--- config.mk ---
export PLATFORM = sky130hd
export DESIGN_NAME = enable_token_chain
export DESIGN_NICKNAME = d
export VERILOG_FILES = /design/src/rtl/token_chain_pkg.sv /design/src/rtl/chain_gate_ctrl.sv /design/src/rtl/token_shift_reg.sv /design/src/rtl/cascade_port_mux.sv /design/src/rtl/enable_token_chain.sv
export SDC_FILE = /design/constraint.sdc
export NUM_CORES = 1
export LEC_CHECK = 0
export BUFFER_PORTS_ARGS = -buffer_cell sky130_fd_sc_hd__buf_4
export CAP_MARGIN = 20
export CORE_MARGIN = 2
export CORE_UTILIZATION = 49
export DETAILED_ROUTE_END_ITERATION = 8
export GPL_ROUTABILITY_DRIVEN = 0
export GPL_TIMING_DRIVEN = 1
export PLACE_DENSITY = 0.72
export SYNTH_ARGS = -nofsm -noshare
export SYNTH_HDL_FRONTEND = slang
export SYNTH_SLANG_ARGS = --single-unit
--- constraint.sdc ---
create_clock -name clk -period 1.28 [get_ports clk]
set_clock_uncertainty 0.15 [all_clocks]
set_input_delay 0.128 -clock clk [delete_from_list [all_inputs] [get_ports clk]]
set_output_delay 0.128 -clock clk [all_outputs]
set_load 0.02 [all_outputs]
--- src/rtl/token_chain_pkg.sv ---
package token_chain_pkg;

    typedef enum logic {
        DIR_DOWN = 1'b0,
        DIR_UP   = 1'b1
    } chain_dir_e;

    typedef struct packed {
        logic oe;
        logic drive;
    } pin_drv_t;

    function automatic int unsigned cnt_width(input int unsigned n);
        return (n < 2) ? 1 : $clog2(n);
    endfunction

endpackage

--- src/rtl/chain_gate_ctrl.sv ---
module chain_gate_ctrl
    import token_chain_pkg::*;
#(
    parameter int unsigned STAGES = 64
) (
    input  logic clk,
    input  logic flush,
    input  logic tok_in,
    output logic run,
    output logic shift_en
);
    localparam int unsigned CW = cnt_width(STAGES);
    localparam logic [CW-1:0] LAST = CW'(STAGES - 1);

    logic [CW-1:0] cnt_q;
    logic          run_q;

    always_ff @(posedge clk) begin
        if (flush) begin
            run_q <= 1'b0;
            cnt_q <= '0;
        end else if (!run_q && tok_in) begin
            run_q <= 1'b1;
            cnt_q <= '0;
        end else if (run_q) begin
            if (cnt_q == LAST) begin
                run_q <= 1'b0;
                cnt_q <= '0;
            end else begin
                cnt_q <= cnt_q + 1'b1;
            end
        end
    end

    assign run      = run_q;
    assign shift_en = run_q | tok_in;

endmodule

--- src/rtl/token_shift_reg.sv ---
module token_shift_reg #(
    parameter int unsigned STAGES = 64
) (
    input  logic              clk,
    input  logic              flush,
    input  logic              shift_en,
    input  logic              tok_in,
    output logic [STAGES-1:0] tokens
);
    logic [STAGES-1:0] q;

    for (genvar i = 0; i < STAGES; i++) begin : g_stage
        logic d;
        if (i == 0) begin : g_head
            assign d = tok_in;
        end else begin : g_body
            assign d = q[i-1];
        end
        always_ff @(posedge clk) begin
            if (flush)         q[i] <= 1'b0;
            else if (shift_en) q[i] <= d;
        end
    end

    assign tokens = q;

endmodule

--- src/rtl/cascade_port_mux.sv ---
module cascade_port_mux
    import token_chain_pkg::*;
#(
    parameter int unsigned STAGES = 64
) (
    input  logic              dir,
    input  logic              a_in,
    input  logic              b_in,
    input  logic [STAGES-1:0] tokens,
    output logic              tok_in,
    output logic              a_out,
    output logic              a_oe,
    output logic              b_out,
    output logic              b_oe,
    output logic [STAGES-1:0] stage_en
);
    chain_dir_e d;
    pin_drv_t   pa, pb;
    logic       tail;

    assign d    = chain_dir_e'(dir);
    assign tail = tokens[STAGES-1];

    always_comb begin
        pa = '{oe: 1'b0, drive: 1'b0};
        pb = '{oe: 1'b0, drive: 1'b0};
        unique case (d)
            DIR_UP: begin
                tok_in = a_in;
                pb     = '{oe: 1'b1, drive: tail};
            end
            default: begin
                tok_in = b_in;
                pa     = '{oe: 1'b1, drive: tail};
            end
        endcase
    end

    assign a_out = pa.drive;
    assign a_oe  = pa.oe;
    assign b_out = pb.drive;
    assign b_oe  = pb.oe;

    for (genvar i = 0; i < STAGES; i++) begin : g_map
        assign stage_en[i] = (d == DIR_UP) ? tokens[i] : tokens[STAGES-1-i];
    end

endmodule

--- src/rtl/enable_token_chain.sv ---
module enable_token_chain
    import token_chain_pkg::*;
#(
    parameter int unsigned STAGES = 64
) (
    input  logic              clk,
    input  logic              clear_n,
    input  logic              strobe,
    input  logic              dir,
    input  logic              casc_a_in,
    output logic              casc_a_out,
    output logic              casc_a_oe,
    input  logic              casc_b_in,
    output logic              casc_b_out,
    output logic              casc_b_oe,
    output logic [STAGES-1:0] stage_en
);
    logic              flush;
    logic              tok_in;
    logic              run_q;
    logic              shift_en;
    logic [STAGES-1:0] tokens;

    assign flush = strobe | ~clear_n;

    chain_gate_ctrl #(.STAGES(STAGES)) u_gate (
        .clk      (clk),
        .flush    (flush),
        .tok_in   (tok_in),
        .run      (run_q),
        .shift_en (shift_en)
    );

    token_shift_reg #(.STAGES(STAGES)) u_shift (
        .clk      (clk),
        .flush    (flush),
        .shift_en (shift_en),
        .tok_in   (tok_in),
        .tokens   (tokens)
    );

    cascade_port_mux #(.STAGES(STAGES)) u_pins (
        .dir      (dir),
        .a_in     (casc_a_in),
        .b_in     (casc_b_in),
        .tokens   (tokens),
        .tok_in   (tok_in),
        .a_out    (casc_a_out),
        .a_oe     (casc_a_oe),
        .b_out    (casc_b_out),
        .b_oe     (casc_b_oe),
        .stage_en (stage_en)
    );

endmodule

==> results of run 1 <==
how the worst min path moves through the flow:
stage | to | slack (ns) | cells after the start
after floorplan | u_gate.run | 0.17 | 3
after global placement | u_gate.run | 0.29 | 4
after detailed placement | u_gate.run | 0.30 | 4
after CTS | u_gate.run | 0.14 | 4
after global routing | u_shift.g_stage[63].d | 0.16 | 5
final | u_gate.run | 0.14 | 4
layout by cell type (no fill, tap or decap), types with 3 or more instances in the layout:
cell,count
mux2_4,28
bufinv_16,3
a21oi_1,62
nand2_1,3
dfxtp_1,6
buf_4,71
buf_12,11
nand3_1,63
mux2_2,35
nor2_1,6
dfxtp_2,64
o21ai_1,17
buf_6,67
a21oi_2,4
clkbuf_8,11
o21ai_0,49
xor2_1,3
state kept, by name (all words and copies together) (netlist names):
signal             cells
u_gate.run             1
u_shift.g_stage.d     63
u_shift.tokens         1
u_gate.cnt_q           6
kinds of logic after synthesis:
family | Yosys count | synth area share [%]
DFF | 71 | 40.3
adders and majority gates | 1 | 0.354
AOI/OAI and AO/OA | 135 | 19.4
buffers and inverters | 46 | 6.73
muxes | 65 | 21.1
and+or+nand+nor | 79 | 11.1
xor gates and xnor gates | 4 | 0.993
critical path, delay by kind of cell, from the launching register on:
family | cells | cell delay (ns)
flip-flops | 1 | 0.35
multiplexers | 1 | 0.28
buffers and inverters | 1 | 0.13
layout make-up:
class                   instances  area, sq um
repair buffers                155         1630
well taps                      96          120
fillers                       413         1320
flip-flops and latches         71         1510
clock buffers                  11          151
clock inverters                 5          104
inverters                       2         15.0
multi-input cells             284         2020
metrics by stage:
step                setup TNS, ns  std cells
CTS                         -5.73        614
detailed placement          -3.29        545
global route                -7.90        624
global placement           -0.901        545
floorplan                 -0.0123        401
finish                      -6.18        624
routing by layer:
metal	up-vias	wire (microns)	global-route usage, %
met1	1805	4400	34.0
met2	187	5700	44.3
met3	19	731	4.20
met4	0	142	9.92
met5	-	0	0
li1	1696	-	-
repair_timing:
item                                   CTS  global route
hold buffers                             2             0
endpoints found under the hold margin    5             0
gates cloned                             2             2
setup endpoints to repair               94           127
pin swaps                                5             2
buffers inserted                        49             8
gates resized for setup                159            17
power by group:
group,internal (W),total (W),switching (W),leakage (nW)
combinational,0.000208,0.000505,0.000297,1.55
sequential,0.00221,0.00222,0.00000676,0.606
clock,0.00140,0.00228,0.000880,0.130
total,0.00382,0.00500,0.00118,2.28
==> results by stage, run 1 <==
Clock network:
- The number of H-tree levels is 3.
- The clock-pin slew reported for the worst setup and hold paths after clock tree synthesis is ~0.08 ns.
- The TritonCTS buffer count is 9.
- CTS saw 71 sinks.
- The clock root buffer is clkbuf_8.
- The CTS tree is built.
- Counting along the longest clock path gives a buffer depth of 2.
- Clock latency on the worst-skew pair, taken at its later pin, is roughly 0.36 ns.

Global routing:
- Entering global routing, the biggest net connects 39 pins.
- The number of antenna violations at the first check in global routing was 0.
- The total overflow left after global routing is 0.
- The first-pass GRT wire length is between 15,000 and 20,000 microns.
- The number of global-route vias before repair is 3,370.
- The combined global-route utilization of all metal layers is 26.3%.

STA:
- The final setup violation count is 73.
- The worst pin sits at a relative slew slack of between 70% and 80%.
- In the post-route analysis, the smallest setup slack over all paths is -0.124 ns.
- The max-slew violation count is 0.
- For the pin with the worst max-slew slack, the measured transition is 0.404 ns.
- The final critical path time including I/O delays and setup is 1.40 ns.
- Setup repair after global routing could not meet its margin everywhere.
- The worst hold slack is ~0.14 ns.
- The worst path uses 110% of the clock period.
- The final hold violation count is 0.
- The maximum clock rate is 712 MHz.

Setup path:
- On the worst path, the slowest cell contributes a delay of 0.35 ns.
- The most critical setup path has its startpoint at u_shift.g_stage[22].d.
- The worst register-to-register path begins at u_gate.run.
- The highest net fanout along the worst path is 3.
- The kind of launch point of the worst setup path is a flop.
- The data arrival time of the critical path is 1.13 ns.
- The endpoint identified for the worst register-to-register timing path is u_shift.g_stage[30].d.
- The type of the worst setup path is reg -> out.
- The kind of end point of the critical path is an output pin.
- The internal reg-to-reg setup slack is -0.06 ns.
- The capture point of the critical path is stage_en[42].
- Counting cells, the worst reg-to-reg path comes to 5.
- The critical path data required time is 1.00 ns.
- Traced cell by cell, the critical path runs through mux2_4 > buf_6.
- The slowest stage cell on the critical path is dfxtp_2.

Layout:
- The share of cells above drive strength 1 is around 59%.
- The cell area after layout is between 0.005 and 0.006 sq mm.
- The net count of the finished layout is between 500 and 600.
- The antenna cell count is 0.
- The final cell utilization of the core is roughly 81%.
- The area growth from synthesis to layout is 57.2%.

Synthesis:
- In this run, synthesis inferred 0 flip-flops with an integrated enable.
- The most frequent cell after synthesis is dfxtp_1.
- The synthesized netlist cell count is 401.
- Sorting the synthesized cells by area gives the leading types as dfxtp_1 40%, mux2_2 20%, a21oi_1 9.4%.
- The number of nets in the synthesized netlist is a little over 400.
- By count the netlist is led by 71 x dfxtp_1, 66 x a21oi_1, 63 x nand3_1.
- For this run, the register share of the synthesized area comes to between 40% and 50%.
- In this run the cell area of the synthesized design comes to about 0.0035 sq mm.
- The synthesized design contains 71 register bits.
- Dividing the synthesized area by the synthesized cell count gives 8.80 sq um.
- During synthesis, Yosys emitted a total of 0 warnings.
- For this run, asynchronously set or reset flops after synthesis account for 0%.
- The share of Yosys cell area claimed by the top area cell type is between 40% and 50%.
- The cell type contributing the most total cell area after synthesis is dfxtp_1.
- The commonest register cell after synthesis is dfxtp_1.
- The distinct cell type count after synthesis is 28.

Die:
- The die area is 0.00790 sq mm.
- The core box area is ~0.0069 sq mm.
- The cell row count is 30.
- The I/O pin total is 74.
- The horizontal extent of the die is about 89 microns.
- Measured along the y axis, the die boundary spans a little under 90 microns.
- Once the floorplan was initialized, standard cells occupied about half of the core.

Power:
- The largest voltage drop on the vdd net is around 670 uV.
- The total power consumption of the routed design is between 0.005 and 0.006 W.
- The total power divided by cell area is approximately 900 mW/mm^2.
- The reported leakage power is between 2 and 2.5 nW.

Worst hold path:
- The type of the worst min-delay path is in -> reg.
- The launch point of the worst hold path is casc_b_in.

Placement:
- Detailed placement finished with a half-perimeter wire length of 5430 microns.
- The placed instance area is approximately 0.0043 sq mm.
- The worst-case setup slack after placement is -0.0928 ns.
- The number of buffers inserted by port buffering is 73.

Detailed routing:
- In the routed design, unresolved DRC markers number 0.
- The starting DRC count in detailed routing is approximately 330.
- The total via count after detailed routing is roughly 3.7k.
- The detailed-route vias per instance is 5.94.
- The routed length per instance is 17.6 microns.
- The residual antenna-violating net count after detailed routing is 0.
- The routed design has about 11,000 microns of wire.
- The number of iterations in the first detailed-routing pass is 6.

Run:
- The tool flagged a number of max-cap violations equal to 0.

Status:
- The final reports fail on setup timing.
- The run finished, with violations left.
(Power assumes the default switching activity.)
==> run 2: changes to the inputs <==
--- a/config.mk
+++ b/config.mk
@@ -5,6 +5,7 @@
 export SDC_FILE = /design/constraint.sdc
 export NUM_CORES = 1
 export LEC_CHECK = 0
+export ABC_AREA = 1
 export BUFFER_PORTS_ARGS = -buffer_cell sky130_fd_sc_hd__buf_4
 export CAP_MARGIN = 20
 export CORE_MARGIN = 2
@@ -12,7 +13,8 @@
 export DETAILED_ROUTE_END_ITERATION = 8
 export GPL_ROUTABILITY_DRIVEN = 0
 export GPL_TIMING_DRIVEN = 1
-export PLACE_DENSITY = 0.72
+export PLACE_DENSITY = 0.71
+export SETUP_SLACK_MARGIN = 0.5
 export SYNTH_ARGS = -nofsm -noshare
 export SYNTH_HDL_FRONTEND = slang
 export SYNTH_SLANG_ARGS = --single-unit
==> results by stage, run 2 <==
Synthesis:
- Synthesis produced 603 cells.
- The net count after synthesis is 610.
- By instance count, the leading cell after synthesis is nand2_1.
- The share of Yosys cell area claimed by the top area cell type is 39.5%.
- Synthesis inferred a little over 70 register bits.
- The cell type contributing the most total cell area after synthesis is dfxtp_1.
- The distinct cell type count after synthesis is 19.
- After synthesis, the share of flip-flops with an asynchronous set or reset is 0%.
- The most used flip-flop cell after synthesis is dfxtp_1.
- In this run the cell area of the synthesized design comes to around 0.0036 sq mm.
- Sorting the synthesized cells by area gives the leading types as dfxtp_1 39%, nand2_1 22%, nor2_1 14%.
- The total of warnings raised by yosys is 0.
- The average cell area after synthesis is 5.97 sq um.
- The count of flip-flops with a built-in enable after synthesis is 0.
- The commonest cells after synthesis are 208 x nand2_1, 137 x nor2_1, 71 x dfxtp_1, 71 x inv_1, 64 x o21ai_0.
- Of the synthesized area, sequential elements account for between 30% and 40%.

Status:
- The flow did not finish.
- The first error in the log reads "[ERROR DPL-0033] detailed placement checks failed during check placement".
- The stage at which the run stopped is clock tree synthesis (4_1_cts).

Die:
- The initial core utilization is between 50% and 60%.
- The floorplan step set the die height to around 90 microns.
- The I/O pin total is between 70 and 80.
- The initialized floorplan defines 31 standard-cell rows.
- The horizontal extent of the die is between 80 and 90 microns.

Placement:
- The wire-length estimate of the detail-placed layout is about 6200 microns.
- The number of buffers inserted by port buffering is between 70 and 80.
- The number of cells in the design after placement is between 700 and 800.
- Summing all placed instances gives a cell area of 0.00549 sq mm.

Clock network:
- The clock root buffer is clkbuf_8.
- Clock tree synthesis inserted a total of 9 buffers.
- Post-CTS timing repair inserted between 40 and 50 buffers for setup.
- The clock sink count is 71.
- After clock tree synthesis, the repair step resized 297 gates.
- The count of hold-fix buffers inserted at cts is 0.
- The H-tree was split into 3 levels.
- No sink is reached through more buffers than the 2 on the longest clock path.
-- run 2: metrics by stage --
stage	TNS (ns)	worst slack, ns	hold WS (ns)
floorplan	-0.00427	-0.00427	0.153
global placement	0	0.0503	0.331
detailed placement	-0.00524	-0.00524	0.337
-- run 2: kinds of logic after synthesis --
group                      after synthesis  synth area share [%]
and+or+nand+nor                        352                  37.0
xor gates and xnor gates                 1                 0.243
AOI/OAI and AO/OA                       68                  9.59
buffers and inverters                  110                  13.3
adders and majority gates                1                 0.348
DFF                                     71                  39.5
==> run 3: changes to the inputs <==
--- a/config.mk
+++ b/config.mk
@@ -9,12 +9,11 @@
 export BUFFER_PORTS_ARGS = -buffer_cell sky130_fd_sc_hd__buf_4
 export CAP_MARGIN = 20
 export CORE_MARGIN = 2
-export CORE_UTILIZATION = 49
+export CORE_UTILIZATION = 40
 export DETAILED_ROUTE_END_ITERATION = 8
 export GPL_ROUTABILITY_DRIVEN = 0
 export GPL_TIMING_DRIVEN = 1
-export PLACE_DENSITY = 0.71
-export SETUP_SLACK_MARGIN = 0.5
+export PLACE_DENSITY_LB_ADDON = 0.15
 export SYNTH_ARGS = -nofsm -noshare
 export SYNTH_HDL_FRONTEND = slang
 export SYNTH_SLANG_ARGS = --single-unit
==> constraint.sdc (replaced) <==
create_clock -name clk -period 1.65 [get_ports clk]
set_clock_uncertainty 0.15 [all_clocks]
set_input_delay 0.165 -clock clk [delete_from_list [all_inputs] [get_ports clk]]
set_output_delay 0.165 -clock clk [all_outputs]
set_load 0.02 [all_outputs]
==> results by stage, run 3 <==
Synthesis:
- The fraction of the yosys area taken by sequential cells is 39.5%.
- The number of storage elements in the synthesis netlist is 71.
- Yosys attributes the largest share of cell area to dfxtp_1 39%, nand2_1 22%, nor2_1 14%.
- During synthesis, Yosys emitted a total of 0 warnings.
- The average cell area after synthesis is slightly below 6 sq um.
- After synthesis, the largest area contributor takes up between 30 and 40% of total cell area.
- Counting instances in the post-synthesis netlist gives the leading cell types as 208 x nand2_1, 137 x nor2_1, 71 x dfxtp_1, 71 x inv_1, 64 x o21ai_0.
- The synthesized design spends more area on one cell type than any other, namely dfxtp_1.
- The post-synth design cell area is between 0.003 and 0.004 sq mm.
- The cell count after synthesis came out at between 600 and 700.
- The most used flip-flop cell after synthesis is dfxtp_1.
- The synthesized design contains 0 enable-type register cells.
- The net count after synthesis is between 600 and 700.
- Counting flops with an async set or reset pin after synthesis yields a share of 0%.
- Yosys instantiated no cell more often than nand2_1.
- The synthesized netlist contains 19 unique library cells.

Detailed routing:
- The detailed-route vias per instance is about 4.5.
- The detailed-route wire length is 7510 microns.
- In this run the remaining antenna-violating nets after routing total 0.
- The routed length per instance is slightly below 10 microns.
- The first detailed-routing pass ran for 4 iterations.
- The starting DRC count in detailed routing is roughly 130.
- For this run, design rule violations remaining after detail routing come to 0.
- The total via count after detailed routing is about 3.4k.

STA:
- The final setup violation count is 0.
- For the finished layout, the period the worst path requires is between 1.5 and 2 ns.
- The max-slew violation count is 0.
- The slew at the pin closest to its max-slew limit is between 0.3 and 0.4 ns.
- The final hold violation count is 0.
- The setup TNS is 0 ns.
- Setup repair after global routing left no endpoint under its margin.
- Static timing analysis puts the maximum clock frequency at approximately 650 MHz.
- The worst-case headroom to the max-slew limit is 77.7%.
- The post-route clock period utilization is around 93%.

Layout:
- The number of flip-flops under the largest register name is between 60 and 70.
- The number of antenna diodes in the final layout is 0.
- Once layout is complete, the cells apart from fillers number between 700 and 800.
- The sequential cells in the finished layout cover a total of approximately 0.0014 sq mm.
- The number of fillers in the final layout is between 900 and 1k.
- The area growth from synthesis to layout is 21.4%.
- Leaving out fill and tap cells, the most frequent cell in the layout is nand2_1.
- The combined area of the multi-input logic cells is 0.00172 sq mm.
- The final-stage net count is roughly 660.
- The top cell types in the final layout, fill and taps aside, are 208 x nand2_1, 136 x nor2_1, 75 x buf_4.
- In the final layout, the share of cells above drive strength 1 is 14.5%.

Die:
- During I/O placement, the number of pins put on the boundary was 74.
- The horizontal extent of the die is ~100 microns.
- The core box area is between 0.008 and 0.009 sq mm.
- The initial core utilization is slightly above 40%.
- The die area is slightly below 0.01 sq mm.
- The die is around 100 microns tall.
- The cell row count is 34.

Clock network:
- The later-pin clock latency in the skew report is 0.33 ns.
- The longest clock path from root to sink contains 2 buffers.
- The number of H-tree levels is 3.
- In this run, post-CTS repair resized a total of 0 instances.
- The count of hold-fix buffers inserted at cts is 0.
- TritonCTS built the clock tree.
- The TritonCTS buffer count is 9.
- After clock tree synthesis, the clock-pin slew on the worst setup and hold paths is roughly 0.070 ns.
- For this design, the sink count on the clock tree is 71.
- The clock root buffer is clkbuf_8.
- Buffers added to address setup during post-CTS repair amount to 0.

Worst hold path:
- The startpoint identified for the worst hold timing path is casc_a_in.
- The worst hold path was traced through 5 stages.
- The type of the worst min-delay path is in -> reg.
- The worst hold path endpoint is u_shift.g_stage[1].d.

Status:
- The flow ran to the end, and the final reports show no timing, DRC or antenna violations.

Global routing:
- The number of global-route vias before repair is between 2k and 3k.
- The first-pass GRT wire length is about 13,000 microns.
- Global routing used 15.3% of the available tracks.
- Entering global routing, the biggest net connects between 80 and 90 pins.
- The number of antenna violations at the first check in global routing is 0.
- The residual overflow from global routing is 0.

Setup path:
- The critical path goes through inv_1 > nor2_1 > o21bai_1 > buf_4.
- The endpoint of the lowest-slack register-to-register path is u_shift.g_stage[50].d.
- The worst setup path is launched from a flop.
- The setup check on the worst reg-to-reg path leaves a slack of 0.34 ns.
- The critical path is of the reg -> out type.
- The critical path data required time is about 1.3 ns.
- The worst reg2reg path depth is 6.
- The critical path starts at u_shift.tokens[63].
- The kind of end point of the critical path is an output pin.
- The data arrival time of the critical path is 1.22 ns.
- The largest single stage delay on the critical path is between 0.3 and 0.4 ns.
- Among all stages on the critical path, the largest delay is contributed by dfxtp_1.
- In this run the critical register-to-register path is launched from u_gate.run.
- The highest net fanout along the worst path is 3.

Placement:
- The number of buffers inserted by port buffering is between 70 and 80.
- Detailed placement ended at an HPWL of around 5100 microns.
- The number of cells in the design after placement is around 750.

Run:
- The number of max-cap violations is 0.

Power:
- The total power divided by cell area is 890 mW/mm^2.
- The reported leakage power is slightly above 2 nW.
- The largest voltage drop on the vdd net is about 430 uV.
-- run 3: cell counts after synthesis --
Identical to the previous run, type by type.
-- run 3: report_power, final --
part,total [W],leakage (nW),switching (W),internal [W]
Sequential,0.00184,0.579,0.0000533,0.00179
Combinational,0.000744,1.39,0.000475,0.000269
Clock,0.00130,0.0892,0.000618,0.000687
-- run 3: metrics by stage --
step / hold slack (ns) / cell area (sq um) / utilization [%] / worst slack (ns) / power, W
floorplan: 0.227 / 3600 / - / 0.253 / 0.00242
global placement: 0.322 / 4190 / 48.1 / 0.313 / 0.00263
detailed placement: 0.335 / 4190 / 48.1 / 0.289 / 0.00263
CTS: 0.0945 / 4370 / 50.1 / 0.110 / 0.00395
global route: 0.136 / 4370 / 50.1 / 0.0382 / 0.00410
finish: 0.112 / 4370 / 50.1 / 0.116 / 0.00389
-- run 3: how the worst max path moves through the flow --
stage               depth (start not counted)                    end  slack (ns)
finish                                      4            stage_en[0]        0.12
detailed placement                          8  u_shift.g_stage[11].d        0.29
global route                                3           stage_en[24]        0.04
floorplan                                   4            stage_en[0]        0.25
CTS                                         4            stage_en[0]        0.11
global placement                            8  u_shift.g_stage[56].d        0.31
-- run 3: final cells by class --
class / instances / share of cell area, %
multi-input cells: 422 / 39.3
clock buffers: 11 / 3.01
flip-flops and latches: 71 / 32.5
well taps: 108 / 3.09
inverters: 73 / 6.27
clock inverters: 4 / 1.09
repair buffers: 79 / 14.7
-- run 3: cell families (layout without fill, tap and decap cells) --
family | after synthesis | count (layout) | synth area share, %
AOI/OAI and AO/OA | 68 | 68 | 9.59
and+or+nand+nor | 352 | 352 | 37.0
DFF | 71 | 71 | 39.5
buffers and inverters | 110 | 167 | 13.3
xor gates and xnor gates | 1 | 1 | 0.243
adders and majority gates | 1 | 1 | 0.348
-- run 3: per-layer routing --
| layer | up-vias | part of all wire (%) | GRT usage, % |
|---|---|---|---|
| met5 | - | 0 | 0 |
| met4 | 0 | 1.1 | 6.43 |
| met3 | 8 | 4.4 | 3.12 |
| met2 | 56 | 43 | 24.3 |
| met1 | 1463 | 52 | 20.1 |
| li1 | 1897 | - | - |
-- run 3: worst max-delay path, delay by kind of cell, from the launching register on --
kind / cells / cell delay, ns
simple gates: 1 / 0.15
compound gates: 1 / 0.13
flops: 1 / 0.37
buf+inv: 2 / 0.24
==> run 4: changes to the inputs <==
--- a/config.mk
+++ b/config.mk
@@ -7,7 +7,8 @@
 export LEC_CHECK = 0
 export ABC_AREA = 1
 export BUFFER_PORTS_ARGS = -buffer_cell sky130_fd_sc_hd__buf_4
-export CAP_MARGIN = 20
+export CAP_MARGIN = 0
+export CORE_ASPECT_RATIO = 1.75
 export CORE_MARGIN = 2
 export CORE_UTILIZATION = 40
 export DETAILED_ROUTE_END_ITERATION = 8
==> results by stage, run 4 (synthesized netlist as in run 3, its figures left out) <==
Clock network:
- The number of post-CTS setup repair buffers is 0.
- The number of gates resized after CTS was 0.
- TritonCTS built the clock tree.
- After clock tree synthesis, the clock-pin slew on the worst setup and hold paths is about 0.05 ns.
- The count of hold-fix buffers inserted at cts is 0.
- CTS built an H-tree with a depth of 3.
- The largest buffer count on any clock path is 2.
- The clock reaches the later pin of the worst-skew pair after around 0.33 ns.
- The clock drives approximately 70 sinks.
- The clock root buffer is clkbuf_16.
- The TritonCTS buffer count is 9.

Layout:
- The final cell count without fillers is just under 800.
- Of the cells placed in the final design, the portion with a size suffix greater than 1 is 14.6%.
- From synthesis to final layout, the design area changed by 25.0%.
- The register with the most flip-flops in the layout has 63 of them.
- The final-stage net count is between 600 and 700.
- 0 antenna diodes ended up in the layout.
- The filler cells instantiated in the layout total approximately 950.
- The library cell used most frequently in the layout, excluding fill and tap cells, is nand2_1.
- Summing all non-filler instances in the final layout gives an area of around 0.0045 sq mm.
- The top cell types in the final layout, fill and taps aside, are 208 x nand2_1, 136 x nor2_1, 77 x buf_4.

Setup path:
- The critical path starts at u_shift.g_stage[35].d.
- The kind of end point of the critical path is an output pin.
- The kind of launch point of the worst setup path is a flop.
- The startpoint of the worst-slack reg-to-reg timing path is u_gate.run.
- Data arrives at the worst endpoint at 1.19 ns.
- The type of the worst setup path is reg -> out.
- The critical path data required time is 1.33 ns.
- Of all nets on the critical path, the largest fanout is 3.
- The internal reg-to-reg setup slack is 0.38 ns.

Power:
- The total power consumption of the routed design is 0.00431 W.
- Summed over all cells, the static leakage comes to 2.12 nW.
- Across the VDD grid, the largest voltage drop is 649 uV.
- In this run the power density over the cells is about 960 mW/mm^2.

Die:
- The floorplan has between 40 and 50 rows.
- The core box area is about 0.0087 sq mm.
- The horizontal extent of the die is between 70 and 80 microns.
- The initial core utilization is 41.2%.
- The die covers 0.00980 sq mm.
- Pin placement for this block handled 74 I/O pins.
- The die is about 130 microns tall.

STA:
- Headroom to the max-slew limit came out at just under 70%.
- In the post-route analysis, the smallest setup slack over all paths is ~0.15 ns.
- The final critical path time including I/O delays and setup is roughly 1.5 ns.
- The maximum clock rate is between 600 and 700 MHz.
- The slew at the pin closest to its max-slew limit is 0.480 ns.
- The final hold violation count was 0.
- The max-slew violation count is 0.
- The post-route clock period utilization is between 90% and 100%.
- Setup repair after global routing left no endpoint under its margin.
- Setup violations remaining at the end of the flow were counted as 0.
- Summed over all failing endpoints, the final setup total negative slack is 0 ns.

Global routing:
- The first-pass GRT wire length is ~13,000 microns.
- The pin count of the biggest net entering global routing is 53.
- The number of global-route vias before repair was 3,106.
- The number of antenna violations at the first check in global routing is 0.
- The combined global-route utilization of all metal layers is 17.3%.
- The residual overflow from global routing is 0.

Worst hold path:
- The type of the worst min-delay path is in -> reg.
- The launch point of the worst hold path is casc_b_in.

Placement:
- In this run the cell area measured after placement is 0.00424 sq mm.
- The half-perimeter wire length after detailed placement is 5580 microns.
- The number of buffers inserted by port buffering is 73.
- The number of cells in the design after placement is approximately 770.
- The worst-case setup slack after placement is about 0.30 ns.

Detailed routing:
- The first detailed-routing pass ran for 4 iterations.
- The detailed-route wire length is between 7000 and 8000 microns.
- The routed length per instance is 10.2 microns.
- For this block, the via count after detailed routing is about 3.5k.
- In the routed layout, each cell is associated on average with a via count of 4.47.
- The starting DRC count in detailed routing is around 130.
- The residual antenna-violating net count after detailed routing is 0.
- The post-detailed-route DRC marker count is 0.

Run:
- The number of max-cap violations is 0.

Status:
- The flow ran to the end, and the final reports show no timing, DRC or antenna violations.
## run 4: cell types whose count changed in the layout (fill, tap and decap cells not counted), sizes merged
| cell | previous run | this run |
|---|---|---|
| buf | 79 | 82 |
| bufinv | 1 | 0 |
| clkbuf | 11 | 14 |
| clkinv | 2 | 1 |
| clkinvlp | 1 | 0 |
## run 4: cell type report
| type | count | area, sq um | share of cell area, % |
|---|---|---|---|
| repair buffers | 82 | 678 | 15.1 |
| well taps | 117 | 146 | 3.25 |
| multi-input cells | 422 | 1720 | 38.2 |
| flip-flops and latches | 71 | 1420 | 31.6 |
| inverters | 73 | 274 | 6.09 |
| clock inverters | 1 | 5.00 | 0.111 |
| clock buffers | 14 | 254 | 5.65 |
## run 4: worst max-delay path, cell delays in order, from the launching register on
cell and delay, ns:
dfxtp_1 0.34, inv_1 0.06, o21ai_0 0.26, buf_4 0.20
## run 4: final timing paths
kind	cells past startpoint	to
setup / recovery	3	stage_en[29]
hold / removal	5	u_shift.g_stage[1].d
setup reg to reg	6	u_shift.g_stage[26].d
hold reg to reg	2	u_gate.cnt_q[1]
## run 4: through the flow
stage               hold WS (ns)  util [%]
global placement           0.331      48.6
global route               0.128      51.5
floorplan                  0.227         -
detailed placement         0.326      48.6
finish                    0.0859      51.5
CTS                       0.0817      51.5
## run 4: where the power goes
group	internal, W	leakage [nW]	switching, W
clock network	0.00105	0.127	0.000661
registers	0.00179	0.579	0.0000532
logic	0.000278	1.41	0.000479
total	0.00312	2.12	0.00119
## run 4: routing by layer
layer / GRT usage, % / part of all wire [%] / vias up / wire, microns
met5: 0 / 0 / - / 0
met4: 7.12 / 1.8 / 0 / 142
met3: 4.67 / 3.5 / 11 / 281
met2: 31.1 / 53 / 52 / 4200
met1: 18.3 / 42 / 1530 / 3300
li1: - / - / 1896 / -
